`config.mk`:
```
export PLATFORM = sky130hd
export DESIGN_NAME = tspec_reg
export DESIGN_NICKNAME = d
export VERILOG_FILES = /design/src/rtl/tspec_pkg.sv /design/src/rtl/tspec_phase_gen.sv /design/src/rtl/tspec_sample_bank.sv /design/src/rtl/tspec_vote.sv /design/src/rtl/tspec_recover_fsm.sv /design/src/rtl/tspec_reg.sv
export SDC_FILE = /design/constraint.sdc
export NUM_CORES = 1
export LEC_CHECK = 0
export BUFFER_PORTS_ARGS = -buffer_cell sky130_fd_sc_hd__buf_2
export CORE_AREA = 2 2 64 66
export CTS_CLUSTER_SIZE = 25
export DETAILED_ROUTE_END_ITERATION = 12
export DIE_AREA = 0 0 66 68
export GPL_ROUTABILITY_DRIVEN = 0
export GPL_TIMING_DRIVEN = 0
export PLACE_DENSITY = 0.78
export SYNTH_ARGS = -nofsm -noshare
export SYNTH_HDL_FRONTEND = slang
export SYNTH_SLANG_ARGS = --single-unit
export TNS_END_PERCENT = 20
```
`constraint.sdc`:
```
create_clock -name clk -period 4.9 [get_ports clk]
set_input_delay 1.225 -clock clk [delete_from_list [all_inputs] [get_ports clk]]
set_output_delay 1.225 -clock clk [all_outputs]
set_load 0.05 [all_outputs]
```
`src/rtl/tspec_pkg.sv`:
```
package tspec_pkg;

    // number of capture instants per pipeline cycle
    localparam int NTAP = 3;

    // recovery controller states
    typedef enum logic [1:0] {
        ST_RUN  = 2'd0,
        ST_FLAG = 2'd1,
        ST_HOLD = 2'd2
    } rec_state_t;

    // phase offset of capture instant i, counted from the main edge
    function automatic int tap_offset(input int i, input int phi1, input int phi2);
        int r;
        r = 0;
        if (i >= 1) r = r + phi1;
        if (i >= 2) r = r + phi2;
        return r;
    endfunction

endpackage

```
`src/rtl/tspec_phase_gen.sv`:
```
module tspec_phase_gen
    import tspec_pkg::*;
#(
    parameter int PERIOD = 8,
    parameter int PHI1   = 2,
    parameter int PHI2   = 2,
    localparam int CW    = (PERIOD > 1) ? $clog2(PERIOD) : 1,
    localparam int JUDGE = PHI1 + PHI2 + 1
) (
    input  logic            clk,
    input  logic            rst_n,
    input  logic            run,
    output logic [CW-1:0]   phase,
    output logic [NTAP-1:0] strb,
    output logic            strb_judge
);

    logic [CW-1:0] phase_q;

    always_ff @(posedge clk) begin
        if (!rst_n) begin
            phase_q <= '0;
        end else if (run) begin
            if (phase_q == CW'(PERIOD - 1))
                phase_q <= '0;
            else
                phase_q <= phase_q + CW'(1);
        end
    end

    assign phase = phase_q;

    for (genvar i = 0; i < NTAP; i++) begin : g_tap
        localparam int OFS = tap_offset(i, PHI1, PHI2);
        assign strb[i] = run && (phase_q == CW'(OFS));
    end

    assign strb_judge = run && (phase_q == CW'(JUDGE));

endmodule

```
`src/rtl/tspec_sample_bank.sv`:
```
module tspec_sample_bank
    import tspec_pkg::*;
#(
    parameter int W = 8
) (
    input  logic                    clk,
    input  logic                    rst_n,
    input  logic [W-1:0]            d,
    input  logic [NTAP-1:0]         strb,
    output logic [NTAP-1:0][W-1:0]  smp
);

    for (genvar i = 0; i < NTAP; i++) begin : g_cap
        logic [W-1:0] cap_q;
        always_ff @(posedge clk) begin
            if (!rst_n)
                cap_q <= '0;
            else if (strb[i])
                cap_q <= d;
        end
        assign smp[i] = cap_q;
    end

endmodule

```
`src/rtl/tspec_vote.sv`:
```
module tspec_vote
    import tspec_pkg::*;
#(
    parameter int W = 8
) (
    input  logic [NTAP-1:0][W-1:0] smp,
    input  logic [W-1:0]           held,
    output logic [W-1:0]           corr,
    output logic                   mism
);

    for (genvar b = 0; b < W; b++) begin : g_bit
        assign corr[b] = (smp[0][b] & smp[1][b]) |
                         (smp[0][b] & smp[2][b]) |
                         (smp[1][b] & smp[2][b]);
    end

    assign mism = (corr != held);

endmodule

```
`src/rtl/tspec_recover_fsm.sv`:
```
module tspec_recover_fsm
    import tspec_pkg::*;
#(
    parameter int N_RECOV = 3,
    localparam int RCW    = (N_RECOV > 1) ? $clog2(N_RECOV) : 1
) (
    input  logic clk,
    input  logic rst_n,
    input  logic judge,
    input  logic mism,
    output logic err,
    output logic stall,
    output logic run
);

    rec_state_t     state_q, state_d;
    logic [RCW-1:0] hcnt_q, hcnt_d;

    // state register
    always_ff @(posedge clk) begin
        if (!rst_n) begin
            state_q <= ST_RUN;
            hcnt_q  <= '0;
        end else begin
            state_q <= state_d;
            hcnt_q  <= hcnt_d;
        end
    end

    // transitions
    always_comb begin
        state_d = state_q;
        hcnt_d  = hcnt_q;
        unique case (state_q)
            ST_RUN: begin
                if (judge && mism) begin
                    state_d = ST_FLAG;
                    hcnt_d  = RCW'(N_RECOV - 1);
                end
            end
            ST_FLAG, ST_HOLD: begin
                if (hcnt_q == '0) begin
                    state_d = ST_RUN;
                end else begin
                    state_d = ST_HOLD;
                    hcnt_d  = hcnt_q - RCW'(1);
                end
            end
            default: state_d = ST_RUN;
        endcase
    end

    // outputs
    always_comb begin
        err   = 1'b0;
        stall = 1'b0;
        run   = 1'b0;
        unique case (state_q)
            ST_RUN:  run = 1'b1;
            ST_FLAG: begin
                err   = 1'b1;
                stall = 1'b1;
            end
            ST_HOLD: stall = 1'b1;
            default: run = 1'b1;
        endcase
    end

endmodule

```
`src/rtl/tspec_reg.sv`:
```
module tspec_reg
    import tspec_pkg::*;
#(
    parameter int W       = 8,
    parameter int PERIOD  = 8,
    parameter int PHI1    = 2,
    parameter int PHI2    = 2,
    parameter int N_RECOV = 3,
    localparam int CW     = (PERIOD > 1) ? $clog2(PERIOD) : 1
) (
    input  logic         clk,
    input  logic         rst_n,
    input  logic [W-1:0] d_in,
    output logic [W-1:0] q,
    output logic         err,
    output logic         stall
);

    logic [CW-1:0]           phase;
    logic [NTAP-1:0]         strb;
    logic                    strb_judge;
    logic                    run;
    logic [NTAP-1:0][W-1:0]  smp;
    logic [W-1:0]            corr;
    logic                    mism;
    logic [W-1:0]            q_q;

    tspec_phase_gen #(.PERIOD(PERIOD), .PHI1(PHI1), .PHI2(PHI2)) u_phase (
        .clk(clk), .rst_n(rst_n), .run(run),
        .phase(phase), .strb(strb), .strb_judge(strb_judge)
    );

    tspec_sample_bank #(.W(W)) u_bank (
        .clk(clk), .rst_n(rst_n), .d(d_in), .strb(strb), .smp(smp)
    );

    tspec_vote #(.W(W)) u_vote (
        .smp(smp), .held(q_q), .corr(corr), .mism(mism)
    );

    tspec_recover_fsm #(.N_RECOV(N_RECOV)) u_fsm (
        .clk(clk), .rst_n(rst_n), .judge(strb_judge), .mism(mism),
        .err(err), .stall(stall), .run(run)
    );

    // speculative launch on the main edge, local repair on the judge edge
    always_ff @(posedge clk) begin
        if (!rst_n)
            q_q <= '0;
        else if (strb[0])
            q_q <= d_in;
        else if (strb_judge && mism)
            q_q <= corr;
    end

    assign q = q_q;

endmodule

```
==> impl_metrics.py, run 1 <==
metrics = {
    "floorplan": {
        "die_area_sq_um": 4490,
        "io_pins": 20,
        "rows": 23,
        "die_x_um": 66,
        "start_util_pct": 51.8,
        "core-area_sq_um": 3860,
        "die_h_um": 68,
    },
    "setup_path": {
        "ff2ff_setup_slack_ns": 2.63,
        "cp-startpoint": "u_fsm.state_q[0]",
        "required_ns": 3.67,
        "cp_max_fo": 4,
        "crit_path_end_kind": "output port",
        "critPathKind": "flop to output port",
        "r2r_end": "u_bank.g_cap[2].cap_q[0]",
        "worstRegToRegCells": 7,
        "critPathCapture": "stall",
        "crit_arrival_ns": 1.33,
        "critPathLaunchType": "flop",
        "regToRegStartpoint": "u_fsm.state_q[0]",
    },
    "timing": {
        "min_period_ns": 2.55,
        "setup_viol": 0,
        "finalHoldViolCount": 0,
        "finClkSkew_ns": 0.00752,
        "post-route-period-util_pct": 52.1,
        "tightest_slew_ns": 0.690,
        "finalMaxSlewViolations": 0,
        "max-slew-margin-rel_pct": 54.0,
        "rsz0062_at_grt": "false",
        "fmax_mhz": 391,
        "fin_setup_tns_ns": 0,
    },
    "clock_tree": {
        "cts_tree": "done",
        "clkTransAtPathRegs_ns": 0.07,
        "post_cts_buffers": 0,
        "cts.sinks": 39,
        "ctsResizeCount": 0,
        "htreeDepth": 2,
        "cts_buffers": 5,
        "root_buffer": "clkbuf_8",
        "hold_buffers": 0,
        "clockBufferDepth": 2,
        "insertion_delay_ns": 0.29,
    },
    "drt": {
        "wl_per_cell_um": 14.0,
        "vias_per_cell": 5.64,
        "drc_errors": 0,
        "dr.pass1.iters": 4,
        "antenna_left": 0,
        "route.vias.total": 1725,
        "drt-total-wl_mm": 4.27,
        "drt_iter0_drc": 115,
    },
    "global_route": {
        "grt_pass1_vias": 1503,
        "grt_overflow_total": 0,
        "grt_pass1_wl_mm": 6.85,
        "antenna_found_initial": 0,
        "grt_max_degree": 13,
        "track_usage_pct": 20.3,
    },
    "finish": {
        "antenna_cells": 0,
        "area_growth_pct": 13.5,
        "final_cells": 306,
        "fin_nets": 274,
        "drive_above_1_share_pct": 13.7,
        "fill_cells": 367,
    },
    "min_path": {
        "min_path_type": "flop to flop",
    },
    "power": {
        "vdd_ir_drop_max_v": 0.000207,
        "leakagePower_nw": 0.919,
        "pwr_density_cell_nw_per_um2": 374,
    },
    "synthesis": {
        "ys_ff_latch": 39,
        "synth_edf_count": 0,
        "ys_warn_count": 0,
        "synthDistinctLibCells": 41,
        "synthCells": 230,
        "seq_area_frac_synth_pct": 39.1,
        "yosys_most_used_dff": "dfxtp_1",
        "postSynthNetCount": 249,
        "syn_area_sq_um": 2000,
        "syn_avg_cell_area_sq_um": 8.69,
        "async_reset_ff_share_pct": 0,
    },
    "place": {
        "hpwl_mm": 3.06,
        "numPortBuffers": 18,
        "dp.cells": 298,
    },
    "run_status": {
        "status": "finished, final reports clean",
    },
    "job": {
        "drv_cap": 0,
    },
}
worst max-delay path, cell delays in order, from the launching register on:
cell	delay (ns)
dfxtp_1	0.39
inv_1	0.06
ha_1	0.32
buf_2	0.27
kinds of logic after synthesis:
family / synth area share (%)
adders and majority gates: 7.70
DFF: 39.1
muxes: 11.0
AOI/OAI and AO/OA: 15.8
xor gates and xnor gates: 1.32
and+or+nand+nor: 20.2
buffers and inverters: 4.95
worst min-delay path by stage:
stage | end | from | slack [ns] | depth (start not counted)
2_1_floorplan | u_fsm.hcnt_q[0] | u_fsm.hcnt_q[0] | 0.43 | 2
3_3_place_gp | u_fsm.hcnt_q[0] | u_fsm.hcnt_q[0] | 0.45 | 2
3_5_place_dp | u_bank.g_cap[0].cap_q[4] | u_bank.g_cap[0].cap_q[4] | 0.46 | 2
4_1_cts | u_bank.g_cap[0].cap_q[4] | u_bank.g_cap[0].cap_q[4] | 0.47 | 2
5_1_grt | u_bank.g_cap[0].cap_q[2] | u_bank.g_cap[0].cap_q[2] | 0.49 | 2
6_report | u_bank.g_cap[0].cap_q[4] | u_bank.g_cap[0].cap_q[4] | 0.47 | 2
where the power goes:
part           internal [W]  switching (W)
sequential         0.000344      0.0000283
clock              0.000165       0.000112
combinational     0.0000742       0.000126
total              0.000582       0.000266
synthesized netlist by cell type (2+ instances only):
cell type   n  area [sq um]
a211o_1     4          35.0
a21oi_1    11          55.1
a22oi_1     2          15.0
a41oi_1     5          43.8
a41oi_2     2          32.5
and2_1      2          12.5
and3_1      2          12.5
clkbuf_1    9          33.8
dfxtp_1    39           781
ha_1        9           113
inv_1       7          26.3
maj3_1      3          30.0
mux2i_1    22           220
nand2_1    34           128
nand3_1    10          50.1
nand3b_1    4          30.0
nor2_1     34           128
o21ai_0     6          30.0
o21bai_1    2          15.0
xnor2_1     2          17.5
layout by cell type (no fill, tap or decap), drive strengths merged, types with 2 or more instances in the layout:
cell	Yosys	layout
and3	2	2
inv	7	7
o21bai	2	2
o21ai	7	7
a211o	4	4
nand2	34	34
nand3b	4	4
clkinv	1	2
ha	9	9
mux2i	22	22
a41oi	7	7
maj3	4	4
a22oi	2	2
xnor2	2	2
nand3	10	10
dfxtp	39	39
clkbuf	9	15
and2	2	2
a21oi	11	11
a221oi	2	2
buf	3	21
nor2	34	34
per-stage QoR:
| step | area [sq um] | total power [W] | util, % | worst slack (ns) | hold WS [ns] |
|---|---|---|---|---|---|
| floorplan | 2000 | 0.000527 | - | 2.67 | 0.435 |
| global placement | 2150 | 0.000573 | 55.8 | 2.47 | 0.447 |
| detailed placement | 2150 | 0.000578 | 55.8 | 2.49 | 0.456 |
| CTS | 2270 | 0.000854 | 58.8 | 2.34 | 0.467 |
| global route | 2270 | 0.000890 | 58.8 | 2.25 | 0.493 |
| finish | 2270 | 0.000848 | 58.8 | 2.35 | 0.466 |
state kept, by name, summed over array words and instances, names as in the netlist:
name / cells
q: 8
u_fsm.hcnt_q: 2
u_bank.g_cap.cap_q: 24
u_fsm.state_q: 2
u_phase.phase: 3
metal layers:
| metal | up-vias | routed length, um | global-route usage (%) |
|---|---|---|---|
| li1 | 857 | - | - |
| met3 | 6 | 235 | 4.77 |
| met4 | 0 | 59 | 6.38 |
| met5 | - | 0 | 0 |
| met1 | 817 | 1980 | 26.7 |
| met2 | 45 | 2000 | 33.3 |
final cells by class:
type                            instances  area [sq um]  area share, %
Tap cell                               50          62.6           2.76
Sequential cell                        39           781           34.4
Buffer                                 12          68.8           3.03
Clock inverter                          2          35.0           1.54
Clock buffer                            6          82.6           3.64
Timing Repair Buffer                   18          90.1           3.97
Inverter                                8          30.0           1.32
Multi-Input combinational cell        171          1120           49.3
Power figures use the tool's default switching activity.
==> run 2, diff against run 1 <==
CORE_AREA = 2 2 65 67   (was 2 2 64 66)
DIE_AREA = 0 0 67 69   (was 0 0 66 68)
clock period = 2.1 ns   (was 4.9 ns; I/O delays follow)
==> run 2 against run 1 <==
Utilization is 1.6 points lower. Die area is 3.0% higher. Register-to-register slack worse by 2.5 ns. Via count is 2.6% lower. Flip-flop and latch count stayed put. Routed wire length is 0.61% lower. Setup slack worse by 2.3 ns. First-iteration DRC count is 6.1% higher. Sequential power is 130% higher.
==> impl_metrics.py, run 2 (same netlist as run 1, synthesis figures left out) <==
metrics = {
    "run_status": {
        "status": "finished, final reports clean",
    },
    "power": {
        "pwr_density_cell_nw_per_um2": 817,
        "leakagePower_nw": 0.906,
        "vdd_ir_drop_max_v": 0.000354,
    },
    "drt": {
        "wl_per_cell_um": 13.9,
        "vias_per_cell": 5.51,
        "drt-total-wl_mm": 4.25,
        "antenna_left": 0,
        "route.vias.total": 1680,
        "dr.pass1.iters": 4,
        "drt_iter0_drc": 122,
        "drc_errors": 0,
    },
    "timing": {
        "finalHoldViolCount": 0,
        "min_period_ns": 2.01,
        "fmax_mhz": 498,
        "finClkSkew_ns": 0.00474,
        "setup_viol": 0,
        "finalMaxSlewViolations": 0,
        "setup_ws_ns": 0.0921,
        "rsz0062_at_grt": "true",
        "post-route-period-util_pct": 95.6,
        "max-slew-margin-rel_pct": 61.5,
        "tightest_slew_ns": 0.578,
    },
    "global_route": {
        "grt_pass1_wl_mm": 7.03,
        "grt_pass1_vias": 1520,
        "grt_max_degree": 13,
        "grt_overflow_total": 0,
        "track_usage_pct": 19.9,
        "antenna_found_initial": 0,
    },
    "setup_path": {
        "crit_path_end_kind": "flop",
        "required_ns": 2.32,
        "worstRegToRegCells": 7,
        "crit_arrival_ns": 2.22,
        "critPathLaunchType": "flop",
        "critPathKind": "flop to flop",
        "cp_max_fo": 9,
    },
    "floorplan": {
        "die_area_sq_um": 4620,
        "start_util_pct": 51.1,
        "rows": 23,
        "io_pins": 20,
        "die_x_um": 67,
        "core-area_sq_um": 3910,
        "die_h_um": 69,
    },
    "clock_tree": {
        "cts_buffers": 5,
        "post_cts_buffers": 0,
        "clockBufferDepth": 2,
        "insertion_delay_ns": 0.29,
        "cts.sinks": 39,
        "cts_tree": "done",
        "htreeDepth": 2,
        "root_buffer": "clkbuf_8",
        "clkTransAtPathRegs_ns": 0.08,
    },
    "finish": {
        "drive_above_1_share_pct": 15.3,
        "area_growth_pct": 12.1,
        "layout_common_cells": "39 x dfxtp_1, 34 x nand2_1, 33 x nor2_1, 22 x mux2i_1, 18 x buf_2",
        "finish.utilization_pct": 57.3,
        "antenna_cells": 0,
        "mostFrequentLayoutCell": "dfxtp_1",
        "fin_nets": 273,
        "largest-register": "u_bank.g_cap.cap_q",
        "largest_register_ffs": 24,
        "multi_input_area_sq_um": 1120,
        "register_area_sq_um": 781,
        "fill_cells": 390,
    },
    "job": {
        "drv_cap": 0,
    },
    "min_path": {
        "hold-path-cell-count": 2,
        "min_path_type": "flop to flop",
    },
    "place": {
        "numPortBuffers": 18,
        "place_ws_ns": -0.0107,
        "hpwl_mm": 3.03,
    },
}
run 2: worst paths after layout:
| kind | from | to | slack (ns) |
|---|---|---|---|
| worst min register to register | u_fsm.hcnt_q[0] | u_fsm.hcnt_q[0] | 0.46 |
| worst max-delay path | q[1] | q[0] | 0.09 |
| worst max register to register | q[1] | q[0] | 0.09 |
| worst min-delay path | u_fsm.hcnt_q[0] | u_fsm.hcnt_q[0] | 0.46 |
run 2: metrics by stage:
stage	cell area (sq um)	TNS (ns)	hold WS [ns]	total power, W	cells
floorplan	2000	-0.0764	0.435	0.00123	230
global placement	2150	0	0.446	0.00134	298
detailed placement	2150	-0.0165	0.454	0.00135	298
CTS	2240	0	0.464	0.00185	306
global route	2240	-0.0282	0.481	0.00194	305
finish	2240	0	0.459	0.00183	305
run 2: report_power, final:
part / total [W] / internal, W / switching [W]
Clock: 0.000495 / 0.000232 / 0.000263
Combinational: 0.000468 / 0.000175 / 0.000293
Sequential: 0.000868 / 0.000802 / 0.0000664
Total: 0.00183 / 0.00121 / 0.000622
run 2: area by class of cell:
class	instances	area share, %
multi-input cells	171	50.1
inverters	8	1.34
well taps	50	2.79
flip-flops and latches	39	34.8
repair buffers	18	4.02
plain buffers	11	3.07
clock inverters	2	0.558
clock buffers	6	3.24
run 2: per-layer routing:
metal,vias to the layer above,wire length (um),part of all wire (%),GRT usage [%]
li1,853,-,-,-
met1,778,1940,46,27.2
met2,43,1960,46,29.8
met3,6,280,6.6,5.06
met4,0,68,1.6,7.94
met5,-,0,0,0
run 2: critical path: stages (launching register included):
cell,delay (ns)
dfxtp_1,0.37
o21bai_1,0.18
a221oi_1,0.38
a2111oi_2,0.09
and4b_1,0.21
buf_6,0.15
or3b_1,0.35
a41oi_1,0.21
run 2: repair_timing:
| action | 4_1_cts | 5_1_grt |
|---|---|---|
| hold buffers | 0 | 0 |
| pin swaps | 0 | 1 |
| resized for setup | 1 | 4 |
| endpoints found under the setup margin | 7 | 24 |
